--- src/rtl/dci_pkg.sv ---
package dci_pkg;

    localparam logic [7:0] OP_COLWIN   = 8'h15;
    localparam logic [7:0] OP_PAGEWIN  = 8'h75;
    localparam logic [7:0] OP_WRITE    = 8'h5C;
    localparam logic [7:0] OP_READ     = 8'h5D;
    localparam logic [7:0] OP_SCAN     = 8'hBC;
    localparam logic [7:0] OP_BIAS     = 8'hFB;
    localparam logic [7:0] OP_CONTRAST = 8'h81;
    localparam logic [7:0] OP_POWER    = 8'h20;
    localparam logic [7:0] OP_DISP_OFF = 8'hAE;
    localparam logic [7:0] OP_DISP_ON  = 8'hAF;
    localparam logic [7:0] OP_WAKE     = 8'h94;
    localparam logic [7:0] OP_SLEEP    = 8'h95;
    localparam logic [7:0] OP_NORMAL   = 8'hA6;
    localparam logic [7:0] OP_INVERSE  = 8'hA7;

    localparam logic [7:0] DUMMY_BYTE  = 8'h00;

    localparam int SCAN_PAGE_REV   = 0;
    localparam int SCAN_COL_REV    = 1;
    localparam int SCAN_PAGE_FIRST = 2;
    localparam int LOCK_BIT        = 4;

    typedef enum logic [3:0] {
        ST_IDLE,
        ST_COL_LO,
        ST_COL_HI,
        ST_PAGE_LO,
        ST_PAGE_HI,
        ST_SCAN,
        ST_BIAS,
        ST_CONTRAST,
        ST_GAIN,
        ST_POWER,
        ST_WRITE,
        ST_READ
    } dci_state_e;

    typedef struct packed {
        logic page_first;
        logic col_rev;
        logic page_rev;
    } scan_cfg_t;

endpackage

--- src/rtl/dci_step.sv ---
module dci_step #(
    parameter int W   = 6,
    parameter int MAX = 32
) (
    input  logic [W-1:0] cur,
    input  logic [W-1:0] lo,
    input  logic [W-1:0] hi,
    input  logic         rev,
    output logic [W-1:0] nxt,
    output logic         wrap
);

    always_comb begin
        if (!rev) begin
            wrap = (cur == hi) || (int'(cur) >= MAX);
            nxt  = wrap ? lo : cur + W'(1);
        end else begin
            wrap = (cur == lo) || (cur == '0);
            nxt  = wrap ? hi : cur - W'(1);
        end
    end

endmodule

--- src/rtl/dci_addr.sv ---
module dci_addr
    import dci_pkg::*;
#(
    parameter int COL_MAX  = 32,
    parameter int PAGE_MAX = 129,
    localparam int CW = $clog2(COL_MAX + 1),
    localparam int PW = $clog2(PAGE_MAX + 1)
) (
    input  logic          clk,
    input  logic          rst_n,
    input  logic          load,
    input  logic          step,
    input  scan_cfg_t     scan,
    input  logic [CW-1:0] col_lo,
    input  logic [CW-1:0] col_hi,
    input  logic [PW-1:0] page_lo,
    input  logic [PW-1:0] page_hi,
    output logic [CW-1:0] col,
    output logic [PW-1:0] page
);

    logic [CW-1:0] col_nxt;
    logic [PW-1:0] page_nxt;
    logic          col_wrap;
    logic          page_wrap;

    dci_step #(.W(CW), .MAX(COL_MAX)) u_col_step (
        .cur  (col),
        .lo   (col_lo),
        .hi   (col_hi),
        .rev  (scan.col_rev),
        .nxt  (col_nxt),
        .wrap (col_wrap)
    );

    dci_step #(.W(PW), .MAX(PAGE_MAX)) u_page_step (
        .cur  (page),
        .lo   (page_lo),
        .hi   (page_hi),
        .rev  (scan.page_rev),
        .nxt  (page_nxt),
        .wrap (page_wrap)
    );

    always_ff @(posedge clk or negedge rst_n) begin
        if (!rst_n) begin
            col  <= '0;
            page <= '0;
        end else if (load) begin
            col  <= scan.col_rev  ? col_hi  : col_lo;
            page <= scan.page_rev ? page_hi : page_lo;
        end else if (step) begin
            if (!scan.page_first) begin
                col <= col_nxt;
                if (col_wrap) begin
                    page <= page_nxt;
                end
            end else begin
                page <= page_nxt;
                if (page_wrap) begin
                    col <= col_nxt;
                end
            end
        end
    end

endmodule

--- src/rtl/dci_rdpath.sv ---
module dci_rdpath
    import dci_pkg::*;
(
    input  logic       clk,
    input  logic       rst_n,
    input  logic       start,
    input  logic       req,
    input  logic [7:0] rdata,
    output logic       adv,
    output logic       rd_valid,
    output logic [7:0] rd_data
);

    logic first_q;
    logic odd_q;

    assign adv = req && odd_q;

    always_ff @(posedge clk or negedge rst_n) begin
        if (!rst_n) begin
            first_q  <= 1'b1;
            odd_q    <= 1'b0;
            rd_valid <= 1'b0;
            rd_data  <= '0;
        end else begin
            rd_valid <= 1'b0;
            if (start) begin
                first_q <= 1'b1;
                odd_q   <= 1'b0;
            end else if (req) begin
                first_q  <= 1'b0;
                odd_q    <= !odd_q;
                rd_valid <= 1'b1;
                rd_data  <= first_q ? DUMMY_BYTE : rdata;
            end
        end
    end

endmodule

--- src/rtl/disp_cmd_if.sv ---
module disp_cmd_if
    import dci_pkg::*;
#(
    parameter int COL_MAX  = 32,
    parameter int PAGE_MAX = 129,
    localparam int CW = $clog2(COL_MAX + 1),
    localparam int PW = $clog2(PAGE_MAX + 1)
) (
    input  logic          clk,
    input  logic          rst_n,
    input  logic          in_valid,
    input  logic          in_dc,
    input  logic [7:0]    in_byte,
    input  logic          rd_req,
    input  logic [7:0]    mem_rdata,
    output logic          rd_valid,
    output logic [7:0]    rd_data,
    output logic          mem_we,
    output logic          mem_re,
    output logic [CW-1:0] mem_col,
    output logic [PW-1:0] mem_page,
    output logic [7:0]    mem_wdata,
    output logic          disp_on,
    output logic          sleep_on,
    output logic          inverse_on,
    output logic          locked,
    output logic [3:0]    cfg_bias,
    output logic [7:0]    cfg_contrast,
    output logic [7:0]    cfg_gain,
    output logic [7:0]    cfg_power
);

    dci_state_e    state_q, state_d;
    logic          cmd_stb, dat_stb, blocked, enter_mode;
    logic          step_ptr, rd_adv;
    scan_cfg_t     scan_q;
    logic [CW-1:0] col_lo_q, col_hi_q, col_ptr;
    logic [PW-1:0] page_lo_q, page_hi_q, page_ptr;

    function automatic logic [CW-1:0] sat_col(input logic [7:0] v);
        return (int'(v) > COL_MAX) ? CW'(COL_MAX) : CW'(v);
    endfunction

    function automatic logic [PW-1:0] sat_page(input logic [7:0] v);
        return (int'(v) > PAGE_MAX) ? PW'(PAGE_MAX) : PW'(v);
    endfunction

    function automatic dci_state_e decode_op(input logic [7:0] op);
        case (op)
            OP_COLWIN:   return ST_COL_LO;
            OP_PAGEWIN:  return ST_PAGE_LO;
            OP_SCAN:     return ST_SCAN;
            OP_BIAS:     return ST_BIAS;
            OP_CONTRAST: return ST_CONTRAST;
            OP_POWER:    return ST_POWER;
            OP_WRITE:    return ST_WRITE;
            OP_READ:     return ST_READ;
            default:     return ST_IDLE;
        endcase
    endfunction

    assign cmd_stb    = in_valid && !in_dc;
    assign dat_stb    = in_valid && in_dc;
    assign blocked    = locked && (in_byte != OP_BIAS);
    assign enter_mode = cmd_stb && !blocked &&
                        ((in_byte == OP_WRITE) || (in_byte == OP_READ));

    assign mem_we    = dat_stb && (state_q == ST_WRITE);
    assign mem_re    = rd_req && !in_valid && (state_q == ST_READ);
    assign mem_wdata = in_byte;
    assign mem_col   = col_ptr;
    assign mem_page  = page_ptr;
    assign step_ptr  = mem_we || rd_adv;

    // state register
    always_ff @(posedge clk or negedge rst_n) begin
        if (!rst_n) begin
            state_q <= ST_IDLE;
        end else begin
            state_q <= state_d;
        end
    end

    // next-state logic
    always_comb begin
        state_d = state_q;
        if (cmd_stb) begin
            state_d = blocked ? ST_IDLE : decode_op(in_byte);
        end else if (dat_stb) begin
            unique case (state_q)
                ST_IDLE:     state_d = ST_IDLE;
                ST_COL_LO:   state_d = ST_COL_HI;
                ST_COL_HI:   state_d = ST_IDLE;
                ST_PAGE_LO:  state_d = ST_PAGE_HI;
                ST_PAGE_HI:  state_d = ST_IDLE;
                ST_SCAN:     state_d = ST_IDLE;
                ST_BIAS:     state_d = ST_IDLE;
                ST_CONTRAST: state_d = ST_GAIN;
                ST_GAIN:     state_d = ST_IDLE;
                ST_POWER:    state_d = ST_IDLE;
                ST_WRITE:    state_d = ST_WRITE;
                ST_READ:     state_d = ST_READ;
                default:     state_d = ST_IDLE;
            endcase
        end
    end

    // registers written by commands and parameters
    always_ff @(posedge clk or negedge rst_n) begin
        if (!rst_n) begin
            col_lo_q     <= '0;
            col_hi_q     <= '0;
            page_lo_q    <= '0;
            page_hi_q    <= '0;
            scan_q       <= '0;
            disp_on      <= 1'b0;
            sleep_on     <= 1'b0;
            inverse_on   <= 1'b0;
            locked       <= 1'b0;
            cfg_bias     <= '0;
            cfg_contrast <= '0;
            cfg_gain     <= '0;
            cfg_power    <= '0;
        end else if (cmd_stb && !blocked) begin
            case (in_byte)
                OP_DISP_OFF: disp_on    <= 1'b0;
                OP_DISP_ON:  disp_on    <= 1'b1;
                OP_WAKE:     sleep_on   <= 1'b0;
                OP_SLEEP:    sleep_on   <= 1'b1;
                OP_NORMAL:   inverse_on <= 1'b0;
                OP_INVERSE:  inverse_on <= 1'b1;
                default: ;
            endcase
        end else if (dat_stb) begin
            unique case (state_q)
                ST_COL_LO:   col_lo_q     <= sat_col(in_byte);
                ST_COL_HI:   col_hi_q     <= sat_col(in_byte);
                ST_PAGE_LO:  page_lo_q    <= sat_page(in_byte);
                ST_PAGE_HI:  page_hi_q    <= sat_page(in_byte);
                ST_SCAN: begin
                    scan_q.page_first <= in_byte[SCAN_PAGE_FIRST];
                    scan_q.col_rev    <= in_byte[SCAN_COL_REV];
                    scan_q.page_rev   <= in_byte[SCAN_PAGE_REV];
                end
                ST_BIAS: begin
                    cfg_bias <= in_byte[3:0];
                    locked   <= in_byte[LOCK_BIT];
                end
                ST_CONTRAST: cfg_contrast <= in_byte;
                ST_GAIN:     cfg_gain     <= in_byte;
                ST_POWER:    cfg_power    <= in_byte;
                default: ;
            endcase
        end
    end

    dci_addr #(.COL_MAX(COL_MAX), .PAGE_MAX(PAGE_MAX)) u_addr (
        .clk     (clk),
        .rst_n   (rst_n),
        .load    (enter_mode),
        .step    (step_ptr),
        .scan    (scan_q),
        .col_lo  (col_lo_q),
        .col_hi  (col_hi_q),
        .page_lo (page_lo_q),
        .page_hi (page_hi_q),
        .col     (col_ptr),
        .page    (page_ptr)
    );

    dci_rdpath u_rd (
        .clk      (clk),
        .rst_n    (rst_n),
        .start    (enter_mode),
        .req      (mem_re),
        .rdata    (mem_rdata),
        .adv      (rd_adv),
        .rd_valid (rd_valid),
        .rd_data  (rd_data)
    );

endmodule

--- config.mk ---
export PLATFORM = sky130hd
export DESIGN_NAME = disp_cmd_if
export DESIGN_NICKNAME = d
export VERILOG_FILES = /design/src/rtl/dci_pkg.sv /design/src/rtl/dci_step.sv /design/src/rtl/dci_addr.sv /design/src/rtl/dci_rdpath.sv /design/src/rtl/disp_cmd_if.sv
export SDC_FILE = /design/constraint.sdc
export NUM_CORES = 1
export LEC_CHECK = 0
export ABC_AREA = 1
export BUFFER_PORTS_ARGS = -buffer_cell sky130_fd_sc_hd__buf_2
export CAP_MARGIN = 20
export CORE_ASPECT_RATIO = 0.5
export CORE_MARGIN = 4
export CORE_UTILIZATION = 58
export CTS_CLUSTER_SIZE = 10
export DETAILED_ROUTE_END_ITERATION = 7
export PLACE_DENSITY = 0.89
export SLEW_MARGIN = 30
export SYNTH_ARGS = -nofsm -noshare
export SYNTH_HDL_FRONTEND = slang
export SYNTH_SLANG_ARGS = --single-unit
--- constraint.sdc ---
create_clock -name clk -period 2.5 [get_ports clk]
set_input_delay 0.125 -clock clk [delete_from_list [all_inputs] [get_ports clk]]
set_output_delay 0.125 -clock clk [all_outputs]
set_load 0.03 [all_outputs]
Word level (Yosys, flattened, before mapping)
Memories as Yosys holds them, arrays and structs flattened.
Cells that the tools add are included.
W data, S select, Z words.

word-level totals
  logic and storage cells = 141
  bits in read-only memories = 64
  output and inout port bits = 65
  bits in registers = 92
  input port bits = 21
  memories kept = 1

operators by class
  magnitude comparators = 4
  reduce and logical (&&, ||, !) cells = 43
  bitwise logic cells = 2
  eq/ne operators = 31
  muxes and demuxes = 34
  $add $sub $neg = 4

memories
  memory            depth  bits a word  rd ports  clocked after Yosys merged registers in  write ports  RTL line           source
  (name not given)  16     4            1         0                                        0            disp_cmd_if.sv:90  unique case (state_q)

operators by type and width
  operator               count
  $mux W8                10
  $eq A8 B8 Y1 const B   9
  $mux W6                9
  $pmux W4 S8            1
  $reduce_and A3 Y1      9
  $eq A8 B7 Y1 const B   3
  $eq A4 B3 Y1 const B   4
  $eq A4 B4 Y1 const B   4
  $eq A8 B8 Y1           2
  $eq A6 B6 Y1           2
  $mux W4                3
  $reduce_and A2 Y1      6
  $reduce_bool A2 Y1     6
  $logic_and A1 B1 Y1    9
  $add A8 B1 Y8 const B  1
  $eq A4 B2 Y1 const B   2
  $eq A8 B5 Y1 const B   1
  $eq A8 B6 Y1 const B   1
  $ge A8 B8 Y1 const B   1
  $gt A8 B6 Y1 const B   1
  $gt A8 B8 Y1 const B   1
  $logic_not A8 Y1       1
  $mux W1                8
  $ne A8 B8 Y1 const B   1
  other kinds (12)       23

Longest topological paths before layout
Gate-level depths: netlist of run 1.

  depth after elaboration = 8
  mapped depth = 14

Hierarchy
From an unflattened synthesis of run 1, not the netlist that was laid out.

unflattened totals
  cell total of the unflattened synthesis = 910
  area, all modules = 6190.9 sq um

by module, submodules not included
  module                         area an instance (sq um)  sequential area each (sq um)  instances  cells an instance
  disp_cmd_if                    2994.1                    1676.6                        1          343
  dci_addr                       1004.7                    350.3                         1          169
  dci_step (u_addr.u_page_step)  997.2                     0.0                           1          192
  dci_step (u_addr.u_col_step)   714.4                     0.0                           1          143
  dci_rdpath                     480.5                     276.5                         1          63

Worst setup path before layout of run 1
Ideal clock, no wire load.

  kind = register to register
  start = register u_addr.page[0]
  end = register u_addr.col[1]
  arrival time = 1.992 ns
  slack = 0.391 ns
  stages on the path, launching flop included = 14
  setup time = 0.118 ns
  cell sequence = dfrtp_1 > inv_1 > ha_1 > nand2_1 > nor2_2 > nand2_1 > o21ai_4 > nand2_4 > nand2_4 > nand3_2 > nand2_4 > inv_2 > nand2_1 > nand2_1

on the way
  word-level cells in the longest chain between the ends = 5
  elaborated cells between the ends (all ways) = 9
  classes of those cells = order compare (1); eq/ne (3); mux (1); reduce/logical (4)

ends and longest elaborated chain
  what                                   RTL line                        source
  start: declaration                     dci_addr.sv:19                  output logic [PW-1:0] page
  start signal: assignment               dci_addr.sv:51                  page <= scan.page_rev ? page_hi : page_lo;
  start signal: assignment               dci_addr.sv:56                  page <= page_nxt;
  start signal: assignment               dci_addr.sv:59                  page <= page_nxt;
  $ge A8 B8 Y1 (tied with other cells)   dci_step.sv:15                  wrap = (cur == hi) || (int'(cur) >= MAX);
  $logic_or A1 B1 Y1 (on tied branches)  dci_step.sv:15, dci_step.sv:18
  $mux W1 *                              dci_step.sv:14                  if (!rev) begin
  $ne A3 B2 Y1 (no source line) *        -
  $reduce_and A2 Y1 (no source line) *   -
  end signal: assignment                 dci_addr.sv:50                  col <= scan.col_rev ? col_hi : col_lo;
  end signal: assignment                 dci_addr.sv:54                  col <= col_nxt;
  end signal: assignment                 dci_addr.sv:61                  col <= col_nxt;
  end: declaration                       dci_addr.sv:18                  output logic [CW-1:0] col,

Every way passes the cells marked *; elsewhere a longest branch is shown, timed or not.
A chain may end at the register's enable or synchronous reset.

Final worst setup path of run 1
  start = register u_addr.page[0]
  end = register u_addr.col[0]

Same word-level chain as after synthesis.

==> results of run 1 <==
-- metrics by stage --
step	hold slack, ps	cell area (um^2)
6_report	38.16	6505
5_1_grt	49.95	6505
4_1_cts	28.29	6505
3_5_place_dp	82.71	6217
3_3_place_gp	81.61	6217
2_1_floorplan	-170.6	5736
-- per-layer routing --
layer | vias to the layer above | track usage [%] | part of all wire [%]
met2 | 286 | 41.24 | 44
met5 | - | 0 | 0
met1 | 2647 | 39.17 | 44
met3 | 20 | 7.093 | 11
met4 | 0 | 6.728 | 1.1
li1 | 2754 | - | -
-- kinds of logic (layout without fill, tap and decap cells) --
logic type / after synthesis / after routing
AND/OR/NAND/NOR: 470 / 470
buffers and inverters: 123 / 201
XOR/XNOR: 18 / 18
multiplexers: 1 / 1
flip-flops: 92 / 92
adder cells (fa/ha/maj): 7 / 7
AO/OA/AOI/OAI: 107 / 107
-- worst max path at each step --
stage,to,slack [ps],cells past startpoint
after detailed placement,u_addr.col[0],240,13
final,u_addr.col[0],170,13
after floorplan,u_addr.col[1],390,13
after global placement,u_addr.col[1],400,13
after CTS,u_addr.col[0],220,13
after global routing,u_addr.col[0],10,13
-- Yosys cell counts (all sizes together) --
library cell	instances
clkinv	1
nand3b	4
nand2	302
or2	1
dfrtp	91
o21ai	83
nor2	78
dfstp	1
o311ai	1
a21oi	6
mux2	1
o211ai	4
nor4	2
clkbuf	11
xnor2	6
buf	19
a31oi	2
ha	7
nor3	3
a211oi	8
nand4	24
nand3	56
xor2	12
a21boi	1
inv	92
o31ai	2
-- layout by cell type (no fill, tap or decap), types with 3 or more instances in the layout --
cell	synthesis	layout
nand2_1	290	290
dfrtp_1	91	91
buf_2	6	84
inv_1	78	78
o21ai_0	77	77
nor2_1	71	71
nand3_1	51	51
nand4_1	22	22
inv_2	14	14
xor2_1	12	12
clkbuf_16	0	9
nand2_2	8	8
a211oi_1	8	8
ha_1	7	7
nor2_2	6	6
xnor2_1	6	6
a21oi_1	6	6
buf_4	10	6
o21ai_1	5	5
nand3_2	4	4
nand2_4	4	4
o211ai_1	4	4
clkinv_2	0	3
clkinv_4	0	3
-- layout make-up --
type | count | area [um^2]
Clock buffer | 9 | 225.2
Clock inverter | 7 | 52.55
Fill cell | 792 | 3035
Inverter | 93 | 349.1
Multi-Input combinational cell | 603 | 2910
Sequential cell | 92 | 2303
Tap cell | 135 | 168.9
Timing Repair Buffer | 92 | 495.5
-- worst max-delay path, cell delays in order (launching register included) --
cell and delay (ps):
dfrtp_1 470, inv_1 210, ha_1 210, nand2_1 80, nor2_2 140, nand2_1 130, o21ai_4 290, nand2_4 130
nand2_4 110, nand3_2 160, nand2_4 130, inv_2 50, nand2_1 60, nand2_1 50
-- timing repair --
item / 4_1_cts / 5_1_grt
hold buffers: 1 / 0
endpoints found under the setup margin: 0 / 0
hold endpoints to repair: 30 / 0
-- state kept, by name, summed over array words and instances (netlist names), 3 cells and up --
signal / cells
cfg_bias: 4
cfg_contrast: 8
cfg_gain: 8
cfg_power: 8
col_hi_q: 6
col_lo_q: 6
page_hi_q: 8
page_lo_q: 8
scan_q: 3
state_q: 4
u_addr.col: 6
u_addr.page: 8
u_rd.rd_data: 8
-- power by group through the flow --
stage | clock network (uW) | logic, uW | registers, uW
CTS | 1290 | 1890 | 1820
global placement | 0 | 1840 | 1840
detailed placement | 0 | 1880 | 1850
floorplan | 0 | 1240 | 1980
finish | 1260 | 1910 | 1830
global route | 1360 | 2130 | 1850
==> impl_metrics.py, run 1 <==
metrics = {
    "timing": {
        "final_hold_viol_count": 0,
        "fin_crit_sh_pct": 93.19,
        "rsz0062_at_grt": "false",
        "setup_tns_ps": 0,
        "fmax_mhz": 429.2,
        "finalMaxSlewViolations": 0,
        "timing.final.ws_setup_ps": 170.3,
        "period_needed_ps": 2330,
        "relSlewSlack_pct": 61.93,
        "setup_violations": 0,
        "finClkSkew_ps": 9.937,
        "worst_pin_slew_ps": 565.8,
    },
    "grt": {
        "grt_pass1_wl_um": 25810,
        "antenna_found_initial": 0,
        "grt_pass1_vias": 5352,
        "grt-ovfl-total": 0,
        "grt_max_degree": 62,
        "grt_util_all_layers_pct": 27.22,
    },
    "layout": {
        "syn_to_final_growth_pct": 13.42,
        "num_antenna_cells": 0,
        "layout-drive-gt1-share_pct": 17.41,
        "final_cells": 1031,
        "fin_util_pct": 68.18,
        "nets": 919,
    },
    "status": {
        "status": "finished clean",
    },
    "synth": {
        "synth_top_family_by_area": "simple AND/OR/NAND/NOR gates",
        "synth.top_cell.area_share_pct": 39.70,
        "synth_compound_area_share_pct": 10.43,
        "yosys_register_bits": 92,
        "yosysUniqueCellTypes": 41,
        "yosys.area_share.simple_pct": 35.84,
        "muxShareOfSynthArea_pct": 0.1963,
        "synth_warnings": 0,
        "synth_area_leader_cell": "dfrtp_1",
        "syn_area_um2": 5736,
        "synth-xor-area-share_pct": 2.749,
        "synth-seq-area-share_pct": 40.16,
        "avgSynthCellArea_um2": 7.012,
        "synthCells": 818,
        "synth_fa_ha_area_share_pct": 1.527,
        "synth_area_leaders": "dfrtp_1 40%, nand2_1 19%, o21ai_0 6.7%",
        "syn-num-nets": 846,
    },
    "setup_path": {
        "crit_path_end_kind": "flop",
        "startpoint": "u_addr.page[0]",
        "r2r-start": "u_addr.page[0]",
        "crit_type": "flop to flop",
        "crit_path_start_kind": "flop",
        "crit_arrival_ps": 2560,
        "r2r_end": "u_addr.col[0]",
        "rrSetupSlack_ps": 170,
        "critPathRequiredTime_ps": 2730,
        "r2r_cells": 13,
        "critPathMaxFanout": 8,
    },
    "floorplanning": {
        "num_rows": 25,
        "initial_core_util_pct": 60.12,
        "die_area_um2": 11640,
        "io-pin-count": 86,
        "die_y_um": 78.32,
        "core_um2": 9540,
        "die_x_um": 148.6,
    },
    "power_and_ir_drop": {
        "switching_share_pct": 41.59,
        "p_seq_share_pct": 36.5,
        "power_frac_comb_pct": 38.3,
        "totalPowerFinal_uw": 5003,
        "ir_drop_mv": 0.4173,
        "power.switching_uw": 2081,
        "p_clk_share_pct": 25.2,
        "p_leak_uw": 0.003533,
        "p_int_uw": 2922,
        "powerDensity_nw_per_um2": 769.0,
    },
    "clocking": {
        "clk_pin_slew_ps": 60,
        "htree_levels": 3,
        "cts_buffers": 9,
        "clk_latency_ps": 340,
        "cts_sinks": 92,
        "cts_tree": "yes",
        "cts_resized": 0,
        "post_cts_buffers": 0,
        "ctsRootBufferMaster": "clkbuf_16",
        "clock_tree.buffer_depth": 2,
    },
    "min_path": {
        "worstHoldPathCells": 3,
        "hold_path.class": "input port to flop",
        "holdCritStartpoint": "mem_rdata[2]",
        "holdPathEnd": "u_rd.rd_data[2]",
    },
    "job": {
        "maxCapViolCount": 0,
    },
    "routing": {
        "viasPerCell": 5.535,
        "wl_um": 15210,
        "num_vias": 5707,
        "firstDrtPassIters": 5,
        "routedWlPerCell_um": 14.75,
        "drc": 0,
        "ant_nets": 0,
        "dr.first_iter.drc_count": 458,
    },
    "place": {
        "port_buffers": 85,
        "gp_congestion": 0.9487,
        "post-dp-hpwl_um": 11080,
        "dp_cells": 1014,
        "place_ws_ps": 241.8,
    },
}
Note: power is estimated with default switching activity, not from simulation.
==> run 2, diff against run 1 <==
Settings changed: ABC_AREA 1 to 0, CORE_UTILIZATION 58 to 57, HOLD_SLACK_MARGIN set to 0.02, PLACE_DENSITY 0.89 to 0.88.
==> impl_metrics.py, run 2 <==
metrics = {
    "status": {
        "status": "finished clean",
    },
    "routing": {
        "dr.first_iter.drc_count": 526,
        "routedWlPerCell_um": 18.73,
        "num_vias": 4692,
        "drc": 0,
        "firstDrtPassIters": 5,
        "viasPerCell": 6.149,
        "wl_um": 14290,
        "ant_nets": 0,
    },
    "layout": {
        "nFillCells": 648,
        "final_cells": 763,
        "final_area_um2": 6299,
        "final_common_cell": "dfrtp_1",
        "layout_common_cells": "90 x dfrtp_1, 84 x buf_2, 73 x nand2_1, 46 x o21ai_0, 39 x mux2_2",
        "layout-drive-gt1-share_pct": 28.79,
        "syn_to_final_growth_pct": 16.77,
        "nets": 669,
        "num_antenna_cells": 0,
    },
    "timing": {
        "timing.final.ws_setup_ps": 106.1,
        "setup_tns_ps": 0,
        "period_needed_ps": 2394,
        "rsz0062_at_grt": "false",
        "finClkSkew_ps": 4.817,
        "final_hold_viol_count": 0,
        "finalMaxSlewViolations": 0,
        "fin_crit_sh_pct": 95.76,
        "relSlewSlack_pct": 56.17,
        "fmax_mhz": 417.7,
        "worst_pin_slew_ps": 655.5,
        "setup_violations": 0,
    },
    "grt": {
        "grt_pass1_wl_um": 23580,
        "grt_pass1_vias": 4639,
        "antenna_found_initial": 0,
        "grt-ovfl-total": 0,
        "grt_max_degree": 43,
        "grt_util_all_layers_pct": 26.00,
    },
    "power_and_ir_drop": {
        "power.switching_uw": 1172,
        "p_seq_share_pct": 41.7,
        "p_leak_uw": 0.003192,
        "power_frac_comb_pct": 20.6,
        "p_int_uw": 2648,
        "ir_drop_mv": 0.3644,
        "switching_share_pct": 30.67,
        "p_clk_share_pct": 37.7,
        "powerDensity_nw_per_um2": 606.5,
    },
    "setup_path": {
        "crit_type": "flop to flop",
        "critPathMaxFanout": 11,
        "crit_arrival_ps": 2660,
        "crit_path_start_kind": "flop",
        "rrSetupSlack_ps": 110,
        "crit_path_end_kind": "flop",
        "critPathRequiredTime_ps": 2760,
    },
    "synth": {
        "synth-edff-count": 0,
        "yosys_register_bits": 92,
        "synthCells": 564,
        "synth-main-ff-cell": "dfrtp_1",
        "synth-seq-area-share_pct": 42.70,
        "synth_warnings": 0,
        "synth_area_leaders": "dfrtp_1 42%, mux2_2 8.1%, nand2_1 5.1%",
        "async_flop_share_pct": 100.0,
        "synth_area_leader_cell": "dfrtp_1",
        "syn_area_um2": 5394,
        "synth_common_cells": "91 x dfrtp_1, 73 x nand2_1, 46 x o21ai_0",
        "synth.top_cell.area_share_pct": 42.22,
        "avgSynthCellArea_um2": 9.564,
        "yosysUniqueCellTypes": 65,
        "syn-num-nets": 592,
        "yosysMostFrequentCell": "dfrtp_1",
    },
    "place": {
        "gp_congestion": 0.9856,
        "dp_cells": 746,
        "post-dp-hpwl_um": 10100,
        "port_buffers": 85,
        "place_ws_ps": 154.2,
        "placed_cell_area_um2": 5956,
    },
    "floorplanning": {
        "die_x_um": 145.6,
        "die_y_um": 76.79,
        "initial_core_util_pct": 60.28,
        "die_area_um2": 11180,
        "io-pin-count": 86,
        "core_um2": 8949,
        "num_rows": 24,
    },
    "clocking": {
        "htree_levels": 3,
        "clock_tree.buffer_depth": 2,
        "clk_latency_ps": 350,
        "clk_pin_slew_ps": 70,
        "post_cts_buffers": 0,
        "cts_buffers": 9,
        "ctsRootBufferMaster": "clkbuf_16",
        "cts_sinks": 92,
        "cts_tree": "yes",
    },
    "job": {
        "maxCapViolCount": 0,
    },
    "min_path": {
        "hold_path.class": "input port to flop",
    },
}
run 2: cell count changes in the layout (fill, tap and decap cells not counted), moves of 13 or more:
cell | previous run | this run
nand2_1 | 290 | 73
inv_1 | 78 | 9
nor2_1 | 71 | 26
mux2_2 | 1 | 39
o21ai_0 | 77 | 46
buf_4 | 6 | 29
nand3_1 | 51 | 28
xor2_1 | 12 | 28
inv_2 | 14 | 0
nor3_1 | 1 | 14
run 2: cells by family (layout without fill, tap and decap cells):
| kind of cell | Yosys count | after routing | synth area share, % |
|---|---|---|---|
| mux | 50 | 50 | 10.18 |
| compound gates | 106 | 106 | 13.83 |
| buf+inv | 59 | 141 | 5.289 |
| fa+ha+maj | 7 | 7 | 1.624 |
| flops | 92 | 92 | 42.70 |
| simple gates | 205 | 205 | 19.07 |
| xor+xnor | 45 | 45 | 7.307 |
run 2: layout make-up:
type	count	area (um^2)	area share [%]
inverter	10	42.54	0.6754
clock inverter	7	91.34	1.450
clock buffer	9	225.2	3.576
sequential	92	2305	36.59
multi-input combinational	413	2820	44.78
tap	117	146.4	2.324
timing repair buffer	115	668.1	10.61
run 2: what timing repair did:
action                     CTS  global route
hold endpoints to repair    40             0
setup endpoints to repair    0             3
gates resized for setup      0             3
hold buffers                 1             0
run 2: per-layer routing:
metal	vias to the layer above	share of wire, %	GRT usage (%)
met4	0	2.1	7.955
met1	2275	44	34.95
li1	2139	-	-
met2	238	44	40.30
met5	-	0	0
met3	40	9.7	8.598
run 2: final timing paths:
check	start	to	cells past startpoint
max	u_addr.page[3]	u_addr.col[0]	7
min	mem_rdata[1]	u_rd.rd_data[1]	3
max reg2reg	u_addr.page[3]	u_addr.col[0]	7
min reg2reg	cfg_gain[7]	cfg_gain[7]	2
max in group asynchronous	rst_n	u_rd.first_q	3
min in group asynchronous	rst_n	cfg_gain[6]	2
run 2: power by group through the flow:
stage          logic (uW)  clock network [uW]  registers, uW
2_1_floorplan         488                   0           1650
3_3_place_gp          736                   0           1610
3_5_place_dp          752                   0           1620
4_1_cts               772                1460           1590
5_1_grt               845                1530           1600
6_report              788                1440           1590
run 2: per-stage QoR:
step                      hold WS [ps]  utilization [%]  total power [uW]
after floorplan                 -170.6                -              2134
after global placement           139.5            66.55              2348
after detailed placement         143.1            66.55              2368
after CTS                        30.64            70.20              3820
after global routing             42.21            70.39              3973
final                            35.25            70.39              3820
run 2: worst max-delay path: stages (launching register included):
cell and delay [ps]:
dfrtp_1 530, xor2_1 230, nor4_1 390, a22oi_2 160
buf_4 180, a221oi_2 410, o211ai_1 190, a31oi_1 220
==> run 3, diff against run 2 <==
Settings changed: CAP_MARGIN 20 to 0, PLACE_DENSITY 0.88 to 0.82, TNS_END_PERCENT set to 50.
==> impl_metrics.py, run 3 (same netlist as run 2, synthesis figures left out) <==
metrics = {
    "status": {
        "status": "finished clean",
    },
    "power_and_ir_drop": {
        "power.switching_uw": 1145,
        "p_seq_share_pct": 42.0,
        "totalPowerFinal_uw": 3785,
        "p_clk_share_pct": 38.0,
        "powerDensity_nw_per_um2": 603.9,
        "ir_drop_mv": 0.4381,
        "p_int_uw": 2640,
        "power_frac_comb_pct": 20.0,
        "p_leak_uw": 0.003173,
        "switching_share_pct": 30.25,
    },
    "layout": {
        "num_antenna_cells": 0,
        "multi_input_area_um2": 2811,
        "nFillCells": 679,
        "layout-drive-gt1-share_pct": 28.46,
        "syn_to_final_growth_pct": 16.19,
        "regArea_um2": 2305,
        "nets": 666,
        "final_common_cell": "dfrtp_1",
        "layout_common_cells": "90 x dfrtp_1, 84 x buf_2, 73 x nand2_1, 46 x o21ai_0, 39 x mux2_2",
        "final_cells": 760,
        "final_area_um2": 6267,
    },
    "timing": {
        "finClkSkew_ps": 8.861,
        "fin_crit_sh_pct": 96.44,
        "fmax_mhz": 414.8,
        "finalMaxSlewViolations": 0,
        "period_needed_ps": 2411,
        "final_hold_viol_count": 0,
        "relSlewSlack_pct": 45.77,
        "setup_violations": 0,
        "worst_pin_slew_ps": 807.3,
    },
    "floorplanning": {
        "io-pin-count": 86,
        "core_um2": 8949,
        "die_y_um": 76.79,
        "die_x_um": 145.6,
        "num_rows": 24,
        "die_area_um2": 11180,
        "initial_core_util_pct": 60.28,
    },
    "setup_path": {
        "critPathRequiredTime_ps": 2750,
        "critPathMaxFanout": 10,
        "critical_path.slowest_cell": "dfrtp_1",
        "crit_type": "flop to flop",
        "crit_arrival_ps": 2670,
        "crit_family": "compound AO/OA/AOI/OAI gates",
        "max_stage_delay_ps": 520,
        "critPathBufInv": 1,
        "crit_path_start_kind": "flop",
        "path_cells": "xor2_1 > nor4_1 > a22oi_2 > buf_4 > a221oi_2 > nor2_1 > o31ai_1",
        "crit_path_end_kind": "flop",
    },
    "place": {
        "dp_cells": 742,
        "port_buffers": 85,
        "gp_congestion": 0.8849,
        "post-dp-hpwl_um": 9696,
        "placed_cell_area_um2": 5926,
    },
    "clocking": {
        "htree_levels": 3,
        "cts_tree": "yes",
        "cts_buffers": 9,
        "clk_pin_slew_ps": 70,
        "cts_sinks": 92,
        "clock_tree.buffer_depth": 2,
        "clk_latency_ps": 350,
        "ctsRootBufferMaster": "clkbuf_16",
    },
    "routing": {
        "wl_um": 13670,
        "firstDrtPassIters": 5,
        "drc": 0,
        "num_vias": 4615,
        "dr.first_iter.drc_count": 519,
        "ant_nets": 0,
        "viasPerCell": 6.072,
        "routedWlPerCell_um": 17.99,
    },
    "grt": {
        "grt_util_all_layers_pct": 24.99,
        "grt-ovfl-total": 0,
        "grt_max_degree": 49,
        "grt_pass1_wl_um": 22800,
        "grt_pass1_vias": 4418,
        "antenna_found_initial": 0,
    },
    "min_path": {
        "hold_path.class": "input port to flop",
    },
    "job": {
        "maxCapViolCount": 0,
    },
}
==> run 3: cell types whose count changed in the layout (fill, tap and decap cells not counted) <==
| cell | before | now |
|---|---|---|
| nor4_4 | 1 | 0 |
| nor4_2 | 2 | 3 |
| buf_4 | 29 | 26 |
==> run 3: worst reg2reg max path, cell delays in order, from the launching register on <==
cell and delay (ps):
dfrtp_1 520, xor2_1 200, nor4_1 400, a22oi_2 260, buf_4 210, a221oi_2 400, nor2_1 100, o31ai_1 240
==> run 3: final timing paths <==
check,depth (start not counted),startpoint,end,slack (ps)
min in group asynchronous,2,rst_n,cfg_gain[2],320
setup / recovery,7,u_addr.page[0],u_addr.col[1],90
hold / removal,3,mem_rdata[0],u_rd.rd_data[0],40
setup reg to reg,7,u_addr.page[0],u_addr.col[1],90
hold reg to reg,2,u_rd.rd_data[5],u_rd.rd_data[5],480
max in group asynchronous,3,rst_n,u_rd.first_q,1470
==> run 3: area by class of cell <==
| cell class | instances | area share (%) |
|---|---|---|
| clock inverter | 7 | 1.457 |
| multi-input combinational | 413 | 44.86 |
| timing repair buffer | 112 | 10.30 |
| inverter | 10 | 0.6788 |
| clock buffer | 9 | 3.594 |
| sequential | 92 | 36.77 |
| tap | 117 | 2.336 |
==> run 3: metal layers <==
| metal | global-route usage (%) | vias to the layer above | share of wire [%] |
|---|---|---|---|
| met3 | 6.302 | 14 | 7.5 |
| met4 | 5.208 | 0 | 0.94 |
| li1 | - | 2130 | - |
| met5 | 0 | - | 0 |
| met2 | 37.32 | 200 | 43 |
| met1 | 36.95 | 2271 | 49 |
==> run 3: repair_timing <==
| item | CTS | global route |
|---|---|---|
| buffers inserted | 0 | 1 |
| gates resized for setup | 0 | 2 |
| hold endpoints to repair | 44 | 0 |
| endpoints found under the setup margin | 0 | 6 |
| hold buffers | 1 | 0 |
==> run 3: power groups by stage <==
stage / combinational, uW / sequential, uW / clock [uW]
3_5_place_dp: 728 / 1620 / 0
6_report: 756 / 1590 / 1440
2_1_floorplan: 488 / 1650 / 0
3_3_place_gp: 719 / 1610 / 0
5_1_grt: 820 / 1600 / 1540
4_1_cts: 737 / 1590 / 1460
==> run 3: metrics by stage <==
| step | hold slack [ps] | setup slack [ps] | utilization, % | TNS [ps] |
|---|---|---|---|---|
| after floorplan | -170.6 | 144.1 | - | 0 |
| after global placement | 161.7 | 223.0 | 66.22 | 0 |
| after detailed placement | 166.2 | 97.43 | 66.22 | 0 |
| after CTS | 36.55 | 71.82 | 69.87 | 0 |
| after global routing | 40.97 | -16.33 | 70.04 | -32.98 |
| final | 42.42 | 89.01 | 70.04 | 0 |
